--- src/rtl/ssram_pkg.sv ---
package ssram_pkg;

  localparam int BURST_W = 2;

  typedef enum logic [1:0] {
    OP_IDLE  = 2'd0,
    OP_READ  = 2'd1,
    OP_WRITE = 2'd2
  } op_e;

  typedef enum logic {
    ORD_LINEAR     = 1'b0,
    ORD_INTERLEAVE = 1'b1
  } order_e;

  function automatic logic [BURST_W-1:0] burst_offset(
    input logic [BURST_W-1:0] base,
    input logic [BURST_W-1:0] cnt,
    input order_e             ord
  );
    if (ord == ORD_LINEAR) return base + cnt;
    return base ^ cnt;
  endfunction

endpackage

--- src/rtl/ssram_addr_ctrl.sv ---
module ssram_addr_ctrl
  import ssram_pkg::*;
#(
  parameter int ADDR_W = 18
) (
  input  logic              clk,
  input  logic              rst_n,
  input  logic              cs_n,
  input  logic              strobe_hit,
  input  logic              adv_n,
  input  logic              wr_n,
  input  order_e            order,
  input  logic [ADDR_W-1:0] addr_in,
  output logic [ADDR_W-1:0] next_addr,
  output logic [ADDR_W-1:0] cur_addr,
  output op_e               next_op,
  output op_e               cur_op
);

  logic [ADDR_W-1:0]  base_q, base_d;
  logic [BURST_W-1:0] cnt_q, cnt_d;
  op_e                op_q, op_d;
  logic               load, desel, running;

  assign load    = !cs_n && strobe_hit;
  assign desel   = cs_n && strobe_hit;
  assign running = (op_q != OP_IDLE);

  always_comb begin
    base_d = base_q;
    cnt_d  = cnt_q;
    op_d   = OP_IDLE;
    if (load) begin
      base_d = addr_in;
      cnt_d  = '0;
      op_d   = wr_n ? OP_READ : OP_WRITE;
    end else if (desel) begin
      op_d = OP_IDLE;
    end else if (running) begin
      if (!adv_n) cnt_d = cnt_q + BURST_W'(1);
      op_d = wr_n ? OP_READ : OP_WRITE;
    end
  end

  always_ff @(posedge clk) begin
    if (!rst_n) begin
      base_q <= '0;
      cnt_q  <= '0;
      op_q   <= OP_IDLE;
    end else begin
      base_q <= base_d;
      cnt_q  <= cnt_d;
      op_q   <= op_d;
    end
  end

  assign next_addr = {base_d[ADDR_W-1:BURST_W], burst_offset(base_d[BURST_W-1:0], cnt_d, order)};
  assign cur_addr  = {base_q[ADDR_W-1:BURST_W], burst_offset(base_q[BURST_W-1:0], cnt_q, order)};
  assign next_op   = op_d;
  assign cur_op    = op_q;


  load_capture_chk: assert property (@(posedge clk) disable iff (!rst_n)
    (!cs_n && strobe_hit) |=> (cur_addr == $past(addr_in)));


  load_op_chk: assert property (@(posedge clk) disable iff (!rst_n)
    (!cs_n && strobe_hit && !wr_n) |=> (cur_op == OP_WRITE));


  linear_step_chk: assert property (@(posedge clk) disable iff (!rst_n)
    (!strobe_hit && !adv_n && cur_op != OP_IDLE && order == ORD_LINEAR)
    |=> (!$stable(order) ||
         cur_addr[BURST_W-1:0] == $past(cur_addr[BURST_W-1:0]) + BURST_W'(1)));


  burst_upper_chk: assert property (@(posedge clk) disable iff (!rst_n)
    (!strobe_hit && cur_op != OP_IDLE)
    |=> (cur_addr[ADDR_W-1:BURST_W] == $past(cur_addr[ADDR_W-1:BURST_W])));


  hold_addr_chk: assert property (@(posedge clk) disable iff (!rst_n)
    (!strobe_hit && adv_n && cur_op != OP_IDLE)
    |=> ($stable(cur_addr) || !$stable(order)));


  deselect_chk: assert property (@(posedge clk) disable iff (!rst_n)
    (cs_n && strobe_hit) |=> (cur_op == OP_IDLE));


  idle_stays_chk: assert property (@(posedge clk) disable iff (!rst_n)
    (cur_op == OP_IDLE && !strobe_hit) |=> (cur_op == OP_IDLE));

endmodule

--- config.mk ---
export PLATFORM = sky130hd
export DESIGN_NAME = ssram_addr_ctrl
export DESIGN_NICKNAME = d
export VERILOG_FILES = /design/src/rtl/ssram_pkg.sv /design/src/rtl/ssram_addr_ctrl.sv
export SDC_FILE = /design/constraint.sdc
export NUM_CORES = 1
export LEC_CHECK = 0
export ABC_AREA = 1
export BUFFER_PORTS_ARGS = -buffer_cell sky130_fd_sc_hd__buf_2
export CORE_ASPECT_RATIO = 1.2
export CORE_MARGIN = 3
export CORE_UTILIZATION = 45
export CTS_BUF_LIST = sky130_fd_sc_hd__clkbuf_4 sky130_fd_sc_hd__clkbuf_8
export DETAILED_ROUTE_END_ITERATION = 12
export PLACE_DENSITY_LB_ADDON = 0.3
export SLEW_MARGIN = 25
export SYNTH_ARGS = -nofsm -noshare
export SYNTH_HDL_FRONTEND = slang
export SYNTH_SLANG_ARGS = --single-unit
--- constraint.sdc ---
create_clock -name clk -period 2.4 [get_ports clk]
set_clock_uncertainty 0.15 [all_clocks]
set_input_delay 0.48 -clock clk [delete_from_list [all_inputs] [get_ports clk]]
set_output_delay 0.48 -clock clk [all_outputs]
set_load 0.1 [all_outputs]
# Word-level counts from Yosys, hierarchy flattened
# Index checks and enable logic that the tools add are counted.
dict set report op_classes {
  n_mux 11
  bitwise 2
  reduce_logical 4
  addsub 3
}
# op n
set op_table {}
lappend op_table {{2-bit 2-to-1 mux} 10}
lappend op_table {{18-bit 2-to-1 mux} 1}
lappend op_table {{2-bit adder} 2}
lappend op_table {{2-bit bitwise XOR} 2}
lappend op_table {{2-bit by 1-bit adder with 2-bit output (second input constant)} 1}
lappend op_table {{1-bit logical AND} 2}
lappend op_table {{2-bit nonzero test} 1}
lappend op_table {{1-bit logical NOT} 1}
dict set report word_totals {
  output_inout_bits 40
  register_bits 22
  in_bits 25
}

# Longest topological paths before layout
dict set report depth {
  depth_word 7
  depth_mapped 14
}

# Worst setup path before layout
# Ideal clock, no wire load.
dict set report synth_timing {
  path_type {register -> output}
  start {register op_q[1] (netlist: cur_op[1])}
  end {output port next_op[0]}
  required_ns 1.770
  arrival_ns 3.268
  stages_incl_launch_ff 5
  path_buffers 0
  path_slack_ns -1.498
  cell_sequence {dfxtp_1 > nor2_1 > inv_1 > nor2_1 > nor3_1}
}
dict set report synth_between {
  elab_chain_cells 4
}
# element line_no
set synth_lines {}
lappend synth_lines {{start: declaration} ssram_addr_ctrl.sv:22} ;# op_e op_q, op_d;
lappend synth_lines {{start signal: assignment} ssram_addr_ctrl.sv:53} ;# op_q <= op_d;
lappend synth_lines {{2-bit nonzero test} ssram_addr_ctrl.sv:27} ;# assign running = (op_q != OP_IDLE);
lappend synth_lines {{2-bit 2-to-1 mux} ssram_addr_ctrl.sv:39} ;# end else if (running) begin
lappend synth_lines {{2-bit 2-to-1 mux} ssram_addr_ctrl.sv:37} ;# end else if (desel) begin
lappend synth_lines {{2-bit 2-to-1 mux} ssram_addr_ctrl.sv:33} ;# if (load) begin
lappend synth_lines {{end: declaration} ssram_addr_ctrl.sv:16} ;# output op_e next_op,
# Every way passes these cells.

# Worst setup path in the final report
dict set report layout_timing {
  start {register op_q[0] (netlist: cur_op[0])}
  end {output port next_addr[1]}
}
dict set report layout_between {
  elab_chain_cells 6
  word_cells_on_any_way 7
  classes_between {add/sub: 1; mux: 4; bitwise: 1; reduce/logical: 1}
}
# element line_no
set layout_lines {}
lappend layout_lines {{2-bit nonzero test} ssram_addr_ctrl.sv:27}
lappend layout_lines {{2-bit 2-to-1 mux} ssram_addr_ctrl.sv:39}
lappend layout_lines {{2-bit 2-to-1 mux} ssram_addr_ctrl.sv:37}
lappend layout_lines {{2-bit 2-to-1 mux} ssram_addr_ctrl.sv:33}
lappend layout_lines {{net cnt_d[0]} ssram_addr_ctrl.sv:21} ;# logic [BURST_W-1:0] cnt_q, cnt_d;
lappend layout_lines {{2-bit adder} ssram_pkg.sv:21} ;# if (ord == ORD_LINEAR) return base + cnt;
lappend layout_lines {{2-bit 2-to-1 mux} ssram_pkg.sv:22} ;# return base ^ cnt;
lappend layout_lines {{end: declaration} ssram_addr_ctrl.sv:14} ;# output logic [ADDR_W-1:0] next_addr,
# The timed path passes the listed nets, and every way through them passes these cells.

==> flow_metrics.tcl <==
set metrics [dict create \
    worst_pin_slew_ps 697 \
    final_common_cell "buf_2" \
    die_h_um 64.7 \
    finalSetupViolations 1 \
    yosys.cell_types.count 24 \
    max_freq_ghz 0.381 \
    synthCells 176 \
    power.share.clock_pct 15.3 \
    path_max_fanout 2 \
    port_buffers 64 \
    initial_utilization_pct 49.1 \
    slowest_stage "dfxtp_4" \
    avgSynthCellArea_sq_um 7.33 \
    cts.path.max_buffers 2 \
    wirelength_mm 2.86 \
    cts_tree "yes" \
    path_cells "nor2_4 > inv_1 > a21oi_1 > nor2_2 > ha_2 > nand2_2 > nand3b_1 > nand2_1 > inv_2 > nor2_2 > nor2_4 > buf_12" \
    period_share_pct 109 \
    cap_violations 0 \
    remaining_drc_errors 0 \
    rsz0062_at_grt "yes" \
    gp_congestion 0.796 \
    rows 20 \
    yosysSeqAreaShare_pct 34.1 \
    final_cell_mix "buf_2, inv_1, nor2_1, dfxtp_1, buf_12" \
    crit_path_end "next_addr[1]" \
    min_path_type "in -> reg" \
    cellPowerDensity_mw_per_mm2 719 \
    dp.final_hpwl_mm 2.22 \
    clk_pin_slew_ps 120 \
    power_mw 1.30 \
    die-width_um 54.9 \
    fin_crit_ps 2620 \
    arrival_ps 1990 \
    post_drt_via_cell_ratio 4.60 \
    yosys_warnings 0 \
    grtUsageTotal_pct 17.3 \
    relSlewSlack_pct 53.5 \
    numCtsBuffers 3 \
    leakagePower_nw 1.00 \
    power_frac_seq_pct 30.5 \
    synth_nets 203 \
    clock_latency_ps 290 \
    cp_num_cells 12 \
    slew_viol_final 0 \
    cp-start-kind "register" \
    overflow 0 \
    diodes 0 \
    drtIter0Drc 28 \
    p_int_mw 0.671 \
    p_comb_share_pct 54.2 \
    path_class "reg -> out" \
    end_kind "output port" \
    num_vias 1122 \
    violations "negative setup slack" \
    crit_family "simple AND/OR/NAND/NOR gates" \
    p_switching_mw 0.629 \
    ff2ff_setup_slack_ps 1220 \
    r2r-end "cnt_q[1]" \
    coreArea_sq_mm 0.00263 \
    antenna_found_initial 0 \
    r2r_cells 6 \
    die_area_sq_mm 0.00355 \
    io_pins 65 \
    grt_max_degree 23 \
    startpoint "cur_op[0]" \
    cp.required_ps 1770 \
    cts_root_buffer "clkbuf_4" \
    drtPass1Iterations 4 \
    irDropWorstVdd_uv 396 \
    htree_levels 1 \
    switching_share_pct 48.4 \
    setup_ws_ps -222 \
    syn2layout_area_growth_pct 40.3 \
    drive_gt1_share_pct 51.2 \
    nNetsFinal 239 \
    cts_hold_repair.buffers 0 \
    fin_util_pct 68.9 \
    grt_pass1_vias 1099 \
    ys_ff_latch 22 \
    slowest_delay_ps 370 \
    grt_pass1_wl_mm 4.69 \
    path_buf_inv 3 \
    final-hold-violation-count 0 \
    syn_area_sq_mm 0.00129 \
    tns_ps -222 \
    wl_per_cell_um 11.7 \
    ant_nets 0 \
    worstReg2RegStart "cnt_q[0]" \
    status "finished with violations" \
    clock_sinks 22 \
]
==> worst min path at each step <==
stage,start,endpoint,slack [ps],cells past startpoint
after floorplan,base_q[1],base_q[1],340,2
after global placement,base_q[1],base_q[1],360,2
after detailed placement,base_q[1],base_q[1],370,2
after CTS,wr_n,cur_op[1],230,2
after global routing,wr_n,cur_op[1],240,2
final,wr_n,cur_op[1],240,2
==> layout make-up <==
cell class / instances / area, sq um
Tap cell: 33 / 41.3
Sequential cell: 22 / 449
Timing Repair Buffer: 69 / 631
Fill cell: 234 / 818
Clock buffer: 4 / 36.3
Multi-Input combinational cell: 87 / 536
Inverter: 29 / 116
==> Yosys cell counts <==
| library cell | number | share of area [%] |
|---|---|---|
| buf_4 | 32 | 19 |
| inv_1 | 28 | 8.1 |
| nor2_1 | 24 | 7.0 |
| dfxtp_1 | 22 | 34 |
| nand2_1 | 10 | 2.9 |
| or2_2 | 10 | 4.8 |
| o21ai_0 | 7 | 2.7 |
| o21ai_1 | 7 | 2.7 |
| or2_1 | 7 | 3.4 |
| a21oi_1 | 3 | 1.2 |
| clkbuf_1 | 3 | 0.87 |
| nand3_1 | 3 | 1.2 |
| nor3_1 | 3 | 1.2 |
| o21ai_2 | 3 | 2.0 |
| buf_6 | 2 | 1.7 |
| ha_1 | 2 | 1.9 |
| nor4_1 | 2 | 0.97 |
| xnor2_1 | 2 | 1.4 |
| buf_2 | 1 | 0.39 |
| inv_2 | 1 | 0.29 |
| nand2_2 | 1 | 0.49 |
| nand2_4 | 1 | 0.87 |
| nand3b_1 | 1 | 0.58 |
| nor2_2 | 1 | 0.49 |
==> metrics by stage <==
stage / area [sq um] / hold slack [ps] / setup WS, ps / std cells
floorplan: 1350 / 341 / -201 / 176
global placement: 1740 / 363 / -185 / 240
finish: 1810 / 238 / -222 / 244
detailed placement: 1740 / 371 / -263 / 240
global route: 1810 / 238 / -346 / 244
CTS: 1790 / 234 / -200 / 244
==> timing repair <==
action,CTS,global route
gates resized for setup,8,5
pin swaps,6,2
hold endpoints to repair,0,0
endpoints found under the setup margin,1,1
cloned,0,0
setup buffers,0,0
==> cell families (layout without fill, tap and decap cells) <==
| kind of cell | after synthesis | after routing | synth area share [%] |
|---|---|---|---|
| AOI/OAI and AO/OA | 20 | 20 | 8.63 |
| adders and majority gates | 2 | 2 | 1.94 |
| and+or+nand+nor | 63 | 63 | 23.9 |
| buffers and inverters | 67 | 102 | 30.1 |
| DFF | 22 | 22 | 34.1 |
| xor gates and xnor gates | 2 | 2 | 1.36 |
==> layer usage <==
metal | up-vias | GRT usage [%] | part of all wire, %
met4 | 0 | 5.30 | 1.1
met3 | 4 | 2.76 | 6.8
met1 | 507 | 19.7 | 38
met2 | 40 | 31.4 | 54
li1 | 571 | - | -
met5 | - | 0 | 0
==> registers in the layout, summed over array words and instances, names as in the netlist <==
signal,cells
base_q,18
cur_op,2
cnt_q,2
==> power groups by stage <==
stage	clock (mW)	combinational [mW]	sequential, mW
2_1_floorplan	0	0.550	0.414
3_3_place_gp	0	0.696	0.403
3_5_place_dp	0	0.701	0.404
4_1_cts	0.204	0.706	0.396
5_1_grt	0.223	0.732	0.399
6_report	0.199	0.705	0.396
Power figures use the tool's default switching activity.
